### src/rtl/txp_pkg.sv
package txp_pkg;
   localparam int ST_REQ  = 0;
   localparam int ST_DONE = 1;
   localparam int ST_UND  = 2;
   localparam int ST_WERR = 3;
   localparam int ST_N    = 4;
endpackage

### src/rtl/txp_bank_store.sv
module txp_bank_store #(
   parameter int DATA_W = 8,
   parameter int DEPTH  = 32,
   localparam int IDX_W = $clog2(DEPTH)
) (
   input  logic              clk,
   input  logic              we,
   input  logic              we_bank,
   input  logic [IDX_W-1:0]  we_idx,
   input  logic [DATA_W-1:0] we_data,
   input  logic              rd_bank,
   input  logic [IDX_W-1:0]  rd_idx,
   output logic [DATA_W-1:0] rd_data
);
   logic [DATA_W-1:0] bank_q [2];

   for (genvar b = 0; b < 2; b++) begin : g_bank
      logic [DATA_W-1:0] mem [DEPTH];
      always_ff @(posedge clk) begin
         if (we && (we_bank == b[0])) mem[we_idx] <= we_data;
      end
      assign bank_q[b] = mem[rd_idx];
   end

   assign rd_data = bank_q[rd_bank];
endmodule

### src/rtl/txp_pool_state.sv
module txp_pool_state #(
   parameter int CNT_W = 6
) (
   input  logic             clk,
   input  logic             rst_n,
   input  logic             flush,
   input  logic             commit,
   input  logic [CNT_W-1:0] commit_len,
   input  logic             commit_eom,
   input  logic             release_i,
   output logic             cpu_bank,
   output logic             tx_bank,
   output logic             cpu_locked,
   output logic             tx_ready,
   output logic [CNT_W-1:0] tx_len,
   output logic             tx_eom
);
   logic [1:0]       full_q;
   logic [1:0]       eom_q;
   logic [CNT_W-1:0] len_q [2];

   always_ff @(posedge clk) begin
      if (!rst_n || flush) begin
         full_q   <= '0;
         eom_q    <= '0;
         cpu_bank <= 1'b0;
         tx_bank  <= 1'b0;
         len_q[0] <= '0;
         len_q[1] <= '0;
      end else begin
         if (commit) begin
            full_q[cpu_bank] <= 1'b1;
            eom_q[cpu_bank]  <= commit_eom;
            len_q[cpu_bank]  <= commit_len;
            cpu_bank         <= ~cpu_bank;
         end
         if (release_i) begin
            full_q[tx_bank] <= 1'b0;
            tx_bank         <= ~tx_bank;
         end
      end
   end

   assign cpu_locked = full_q[cpu_bank];
   assign tx_ready   = full_q[tx_bank];
   assign tx_len     = len_q[tx_bank];
   assign tx_eom     = eom_q[tx_bank];
endmodule

### src/rtl/txp_wr_side.sv
module txp_wr_side #(
   parameter int DEPTH = 32,
   localparam int CNT_W = $clog2(DEPTH + 1),
   localparam int IDX_W = $clog2(DEPTH)
) (
   input  logic             clk,
   input  logic             rst_n,
   input  logic             flush,
   input  logic             wr_en,
   input  logic             cmd_send,
   input  logic             cmd_end,
   input  logic             cpu_locked,
   output logic             mem_we,
   output logic [IDX_W-1:0] mem_idx,
   output logic             commit,
   output logic [CNT_W-1:0] commit_len,
   output logic             commit_eom,
   output logic             werr
);
   logic [CNT_W-1:0] cnt_q;
   logic             room;

   assign room       = (cnt_q < CNT_W'(DEPTH));
   assign mem_we     = wr_en && !cpu_locked && room && !flush;
   assign mem_idx    = cnt_q[IDX_W-1:0];
   assign werr       = wr_en && !(cpu_locked == 1'b0 && room);
   assign commit_len = cnt_q + CNT_W'(mem_we);
   assign commit_eom = cmd_end;
   assign commit     = cmd_send && !cpu_locked && !flush && (commit_len != '0);

   always_ff @(posedge clk) begin
      if (!rst_n || flush)  cnt_q <= '0;
      else if (commit)      cnt_q <= '0;
      else if (mem_we)      cnt_q <= cnt_q + 1'b1;
   end
endmodule

### src/rtl/txp_rd_side.sv
module txp_rd_side #(
   parameter int DEPTH = 32,
   localparam int CNT_W = $clog2(DEPTH + 1),
   localparam int IDX_W = $clog2(DEPTH)
) (
   input  logic             clk,
   input  logic             rst_n,
   input  logic             tx_ready,
   input  logic [CNT_W-1:0] tx_len,
   input  logic             tx_eom,
   input  logic             out_ready,
   input  logic             sw_abort,
   output logic [IDX_W-1:0] rd_idx,
   output logic             out_valid,
   output logic             out_eof,
   output logic             out_abort,
   output logic             release_o,
   output logic             flush,
   output logic             req_set,
   output logic             done_set,
   output logic             und_set
);
   logic [CNT_W-1:0] cnt_q;
   logic             in_frame_q;
   logic             abort_q;
   logic             last;
   logic             take;
   logic             data_take;
   logic             starve;

   assign last      = (cnt_q == tx_len - 1'b1);
   assign rd_idx    = cnt_q[IDX_W-1:0];
   assign out_abort = abort_q;
   assign out_valid = abort_q || tx_ready;
   assign out_eof   = !abort_q && tx_ready && tx_eom && last;
   assign take      = out_valid && out_ready;
   assign data_take = take && !abort_q && !sw_abort;
   assign starve    = in_frame_q && !tx_ready && !abort_q && out_ready && !sw_abort;
   assign flush     = sw_abort || starve;
   assign release_o = data_take && last;
   assign req_set   = release_o && !tx_eom;
   assign done_set  = release_o && tx_eom;
   assign und_set   = starve;

   always_ff @(posedge clk) begin
      if (!rst_n) begin
         cnt_q      <= '0;
         in_frame_q <= 1'b0;
         abort_q    <= 1'b0;
      end else if (sw_abort) begin
         cnt_q      <= '0;
         in_frame_q <= 1'b0;
         abort_q    <= in_frame_q || (abort_q && !take);
      end else if (starve) begin
         cnt_q      <= '0;
         in_frame_q <= 1'b0;
         abort_q    <= 1'b1;
      end else if (take && abort_q) begin
         abort_q    <= 1'b0;
      end else if (data_take) begin
         if (last) begin
            cnt_q      <= '0;
            in_frame_q <= !tx_eom;
         end else begin
            cnt_q      <= cnt_q + 1'b1;
            in_frame_q <= 1'b1;
         end
      end
   end
endmodule

### src/rtl/txp_irq.sv
module txp_irq #(
   parameter int N = 4
) (
   input  logic         clk,
   input  logic         rst_n,
   input  logic [N-1:0] set_i,
   input  logic [N-1:0] clr_i,
   input  logic [N-1:0] en_i,
   output logic [N-1:0] stat,
   output logic         irq
);
   always_ff @(posedge clk) begin
      if (!rst_n) stat <= '0;
      else        stat <= (stat & ~clr_i) | set_i;
   end
   assign irq = |(stat & en_i);
endmodule

### src/rtl/hdlc_txpool.sv
module hdlc_txpool #(
   parameter int DATA_W = 8,
   parameter int DEPTH  = 32,
   localparam int CNT_W = $clog2(DEPTH + 1),
   localparam int IDX_W = $clog2(DEPTH),
   localparam int SN    = txp_pkg::ST_N
) (
   input  logic              clk,
   input  logic              rst_n,
   input  logic              wr_en,
   input  logic [DATA_W-1:0] wr_data,
   input  logic              cmd_send,
   input  logic              cmd_end,
   input  logic              cmd_abort,
   input  logic [SN-1:0]     irq_clr,
   input  logic [SN-1:0]     irq_en,
   output logic              out_valid,
   output logic [DATA_W-1:0] out_data,
   output logic              out_eof,
   output logic              out_abort,
   input  logic              out_ready,
   output logic              wr_blocked,
   output logic [SN-1:0]     status,
   output logic              irq
);
   import txp_pkg::*;

   if (DEPTH < 2 || (DEPTH & (DEPTH - 1)) != 0) begin : g_bad_depth
      $error("hdlc_txpool: DEPTH must be a power of two and at least 2");
   end
   if (DATA_W < 1) begin : g_bad_width
      $error("hdlc_txpool: DATA_W must be positive");
   end

   logic             cpu_bank, tx_bank, cpu_locked, tx_ready, tx_eom;
   logic [CNT_W-1:0] tx_len, commit_len;
   logic             commit, commit_eom, release_w, flush;
   logic             mem_we, werr, req_set, done_set, und_set;
   logic [IDX_W-1:0] mem_idx, rd_idx;
   logic [SN-1:0]    set_v;

   txp_pool_state #(.CNT_W(CNT_W)) u_state (
      .clk, .rst_n, .flush, .commit, .commit_len, .commit_eom,
      .release_i(release_w), .cpu_bank, .tx_bank, .cpu_locked,
      .tx_ready, .tx_len, .tx_eom
   );

   txp_wr_side #(.DEPTH(DEPTH)) u_wr (
      .clk, .rst_n, .flush, .wr_en, .cmd_send, .cmd_end, .cpu_locked,
      .mem_we, .mem_idx, .commit, .commit_len, .commit_eom, .werr
   );

   txp_bank_store #(.DATA_W(DATA_W), .DEPTH(DEPTH)) u_store (
      .clk, .we(mem_we), .we_bank(cpu_bank), .we_idx(mem_idx), .we_data(wr_data),
      .rd_bank(tx_bank), .rd_idx, .rd_data(out_data)
   );

   txp_rd_side #(.DEPTH(DEPTH)) u_rd (
      .clk, .rst_n, .tx_ready, .tx_len, .tx_eom, .out_ready,
      .sw_abort(cmd_abort), .rd_idx, .out_valid, .out_eof, .out_abort,
      .release_o(release_w), .flush, .req_set, .done_set, .und_set
   );

   always_comb begin
      set_v          = '0;
      set_v[ST_REQ]  = req_set;
      set_v[ST_DONE] = done_set;
      set_v[ST_UND]  = und_set;
      set_v[ST_WERR] = werr;
   end

   txp_irq #(.N(SN)) u_irq (
      .clk, .rst_n, .set_i(set_v), .clr_i(irq_clr), .en_i(irq_en),
      .stat(status), .irq
   );

   assign wr_blocked = cpu_locked;
endmodule

### config.mk
export PLATFORM = sky130hd
export DESIGN_NAME = hdlc_txpool
export DESIGN_NICKNAME = d
export VERILOG_FILES = /design/src/rtl/txp_pkg.sv /design/src/rtl/txp_bank_store.sv /design/src/rtl/txp_pool_state.sv /design/src/rtl/txp_wr_side.sv /design/src/rtl/txp_rd_side.sv /design/src/rtl/txp_irq.sv /design/src/rtl/hdlc_txpool.sv
export SDC_FILE = /design/constraint.sdc
export NUM_CORES = 1
export LEC_CHECK = 0
export ABC_AREA = 0
export BUFFER_PORTS_ARGS = -buffer_cell sky130_fd_sc_hd__buf_2
export CAP_MARGIN = 25
export CORE_MARGIN = 2
export CORE_UTILIZATION = 46
export CTS_BUF_LIST = sky130_fd_sc_hd__clkbuf_16
export CTS_CLUSTER_SIZE = 40
export DETAILED_ROUTE_END_ITERATION = 6
export SLEW_MARGIN = 20
export SYNTH_ARGS = -nofsm -noshare
export SYNTH_HDL_FRONTEND = slang
export SYNTH_SLANG_ARGS = --single-unit
export TNS_END_PERCENT = 5
### constraint.sdc
create_clock -name clk -period 3.2 [get_ports clk]
set_input_delay 0.32 -clock clk [delete_from_list [all_inputs] [get_ports clk]]
set_output_delay 0.32 -clock clk [all_outputs]
set_load 0.05 [all_outputs]
==> summary.txt <==
Yosys
  • EDFF count, synth: 524
  • Synthesized instance count: 1,127
  • Number of synthesized register bits: 554
  • Post-Syn Area: 22,000 sq um
  • Mean post-synth cell area: 19.5 sq um
  • Distinct cells, synth: 61
  • Synth Flop Type: edfxtp_1
  • Synthesis Warnings: 0
  • Sequential share of the synthesized area: 0.742
  • Synth Net Count: 1,158
  • Post-synth ARST share: 0

Setup path
  • Crit path capture type: output port
  • CP max FO: 11
  • CP Class: flip-flop to output port
  • Worst EP arrival: 2970 ps
  • Worst EP required: 2880 ps
  • Launch point of the worst reg-to-reg path: u_rd.out_abort$_SDFFE_PN0P_
  • Slack of the worst reg-to-reg path: 340 ps
  • Cells on worst reg2reg path: 10
  • Reg-to-reg endpoint: u_state.len_q[0][5]$_SDFFCE_PN0P_
  • Startpoint types: flip-flop
  • Crit path capture: out_data[4]

Power
  • Overall Power: 14.6 mW
  • Maximum vdd drop: 424 uV
  • Power Dens Cells: 558 nW/um^2
  • Leak pwr: 8.32 nW

Routing
  • Routed vias: 11,200
  • Routed WL per cell: 25.3 um
  • DRT met1 WL: 22,000 um
  • Detail Route Antenna Nets: 0
  • Initial drt markers: 1,047
  • Max layer used: met4
  • DRC violations left: 0
  • DRT Pass-1 Iters: 5
  • WL met3: 2900 um
  • Routed met2 length: 24,000 um
  • Final WL: 49,900 um
  • Avg Vias per Cell: 5.71

GRT
  • Vias in the first global route: 11,800
  • Total track usage: 0.206
  • Initial antenna violation count: 0
  • Largest net degree at the start of global routing: 65
  • First-pass GRT wire length: 75,000 um
  • Total gr overflow: 0

Place
  • I/O Buffers: 39
  • Final HPWL DP: 30,900 um
  • Place WS: 281 ps
  • Area after DPL: 23,700 sq um
  • Total placed cells including tap cells: 1,839
  • Final Wtd Congestion: 0.847

Clock tree
  • CTS buffer count: 57
  • CTS clk-pin slew, worst paths: 60 ps
  • CTS tree: done
  • CTS H-Tree Depth: 2
  • Clk sinks: 554
  • Clock Tree Buf Depth: 3
  • CTS root buf: clkbuf_16
  • Clk_lat worst skew: 610 ps

Timing
  • Final clock skew: 29.0 ps
  • Worst Setup Slack, final: -87.5 ps
  • Final hold vios: 0
  • Fmax: 304 MHz
  • RSZ-0062 raised after global routing: true
  • Fin. max-slew vios: 0
  • Final setup fails: 7
  • Tmin final: 3290 ps
  • Worst-Margin Slew: 1050 ps
  • Worst slew margin: 0.302
  • Final period utilization: 1.03

Floorplan
  • Die ar.: 49,600 sq um
  • Starting Density: 0.464
  • Die width: 223 um
  • Core ar.: 47,400 sq um
  • Num rows: 80
  • Die height: 223 um
  • IO Pins: 40

Run status
  • Status: finished, violations left
  • Failing checks: setup timing

Cells and area
  • Share of cells above drive strength 1: 0.334
  • Synthesis-to-finish area growth: 18.7%
  • Final instance area: 26,100 sq um
  • Diode count: 0
  • Nets: 1,342
  • Most common cell after layout, fill and taps aside: edfxtp_1
  • Non-Filler Instances: 1,971
  • Commonest non-fill, non-tap cells in the layout: edfxtp_1 (524), mux4_2 (128), buf_4 (116), nor2_1 (87), clkbuf_16 (57)

Job
  • Max cap viols: 0

Worst hold path
  • Hold Crit Class: input port to flip-flop
## power breakdown
part	switching [mW]	internal (mW)	total, mW	leakage (nW)
logic	0.207	0.0803	0.288	2.42
registers	0.0120	7.94	7.95	4.98
clock network	2.72	3.63	6.35	0.919
total	2.94	11.6	14.6	8.32
## synth_stat cells, types with 3 or more instances
cell type    n  share of area
dfxtp_1     30          0.027
clkbuf_1    20         0.0034
a31oi_1      4         0.0011
nand2b_1     6         0.0017
buf_1       10         0.0017
a211o_1      5         0.0020
edfxtp_1   524           0.72
o21ai_0     14         0.0032
mux2i_1     28          0.013
xor2_1      11         0.0044
nor2b_1     10         0.0028
ha_1         8         0.0045
buf_4        7         0.0024
nor3_1      13         0.0030
a221o_1      7         0.0032
nand2_1     44         0.0075
nand4_1      5         0.0014
mux4_2     128           0.13
and3_1       3        0.00085
inv_1        8         0.0014
o221ai_1     3         0.0012
nand3b_1     4         0.0014
buf_2       12         0.0027
nand3_1      9         0.0020
a21oi_1     13         0.0030
mux2_2       8         0.0041
nor2_1      89          0.015
a22oi_1     34          0.012
o22ai_1      7         0.0020
and2_1       6         0.0017
xnor2_1     13         0.0052
buf_6        8         0.0041
## state kept, by name, summed over array words and instances, names as in the netlist, named ones only
| register | flops |
|---|---|
| u_irq.stat | 4 |
| u_rd.cnt_q | 6 |
| u_rd.in_frame_q | 1 |
| u_rd.out_abort | 1 |
| u_state.cpu_bank | 1 |
| u_state.eom_q | 2 |
| u_state.full_q | 2 |
| u_state.len_q | 12 |
| u_state.tx_bank | 1 |
| u_store.g_bank.mem | 512 |
| u_wr.cnt_q | 6 |
## kinds of logic (layout without fill, tap and decap cells)
| kind of cell | Yosys count | count (layout) | synth area share |
|---|---|---|---|
| xor gates and xnor gates | 24 | 24 | 0.00955 |
| and+or+nand+nor | 206 | 206 | 0.0445 |
| buffers and inverters | 66 | 295 | 0.0159 |
| adders and majority gates | 8 | 8 | 0.00455 |
| DFF | 554 | 554 | 0.742 |
| AOI/OAI and AO/OA | 104 | 104 | 0.0345 |
| muxes | 165 | 165 | 0.148 |
## worst max-delay path: stages, from the launching register on
cell and delay, ps:
dfxtp_4 400, buf_12 130, buf_16 150, buf_12 110
mux4_2 500, o22a_1 250, o21ai_2 210, a211oi_2 100
a221o_1 300, buf_4 200
## worst min path at each step
stage | start | end | slack (ps) | cells after the start
global placement | u_irq.stat[3]$_SDFF_PN0_ | u_irq.stat[3]$_SDFF_PN0_ | 480 | 2
detailed placement | u_state.full_q[1]$_SDFF_PP0_ | u_state.full_q[1]$_SDFF_PP0_ | 490 | 2
floorplan | wr_data[0] | u_store.g_bank[0].mem[0][0]$_DFFE_PP_ | 420 | 0
global route | irq_clr[1] | u_irq.stat[1]$_SDFF_PN0_ | 20 | 3
finish | irq_clr[1] | u_irq.stat[1]$_SDFF_PN0_ | 40 | 3
CTS | out_ready | u_rd.out_abort$_SDFFE_PN0P_ | 4 | 4
## timing repair
item	4_1_cts	5_1_grt
hold endpoints to repair	4	0
endpoints found under the setup margin	9	9
gates resized for setup	68	13
buffers inserted	18	3
hold buffers	3	0
gates cloned	5	0
pin swaps	5	6
## metrics by stage
step | TNS [ps] | util | hold slack, ps
6_report | -381 | 0.551 | 36.4
5_1_grt | -1230 | 0.551 | 24.8
4_1_cts | -560 | 0.549 | 3.68
3_5_place_dp | 0 | 0.499 | 486
3_3_place_gp | 0 | 0.498 | 484
2_1_floorplan | 0 | - | 419
## area by class of cell
class / instances / area (sq um)
fill: 3694 / 21300
sequential: 554 / 16300
multi-input combinational: 507 / 5530
timing repair buffer: 182 / 1660
clock buffer: 57 / 1430
tap: 615 / 769
clock inverter: 47 / 357
inverter: 9 / 33.8
## metal layers
metal | vias to the layer above | global-route usage
met5 | - | 0
li1 | 4980 | -
met2 | 301 | 0.330
met1 | 5896 | 0.291
met3 | 70 | 0.0472
met4 | 0 | 0.0502
No activity file was read; power rests on OpenSTA's default activity.
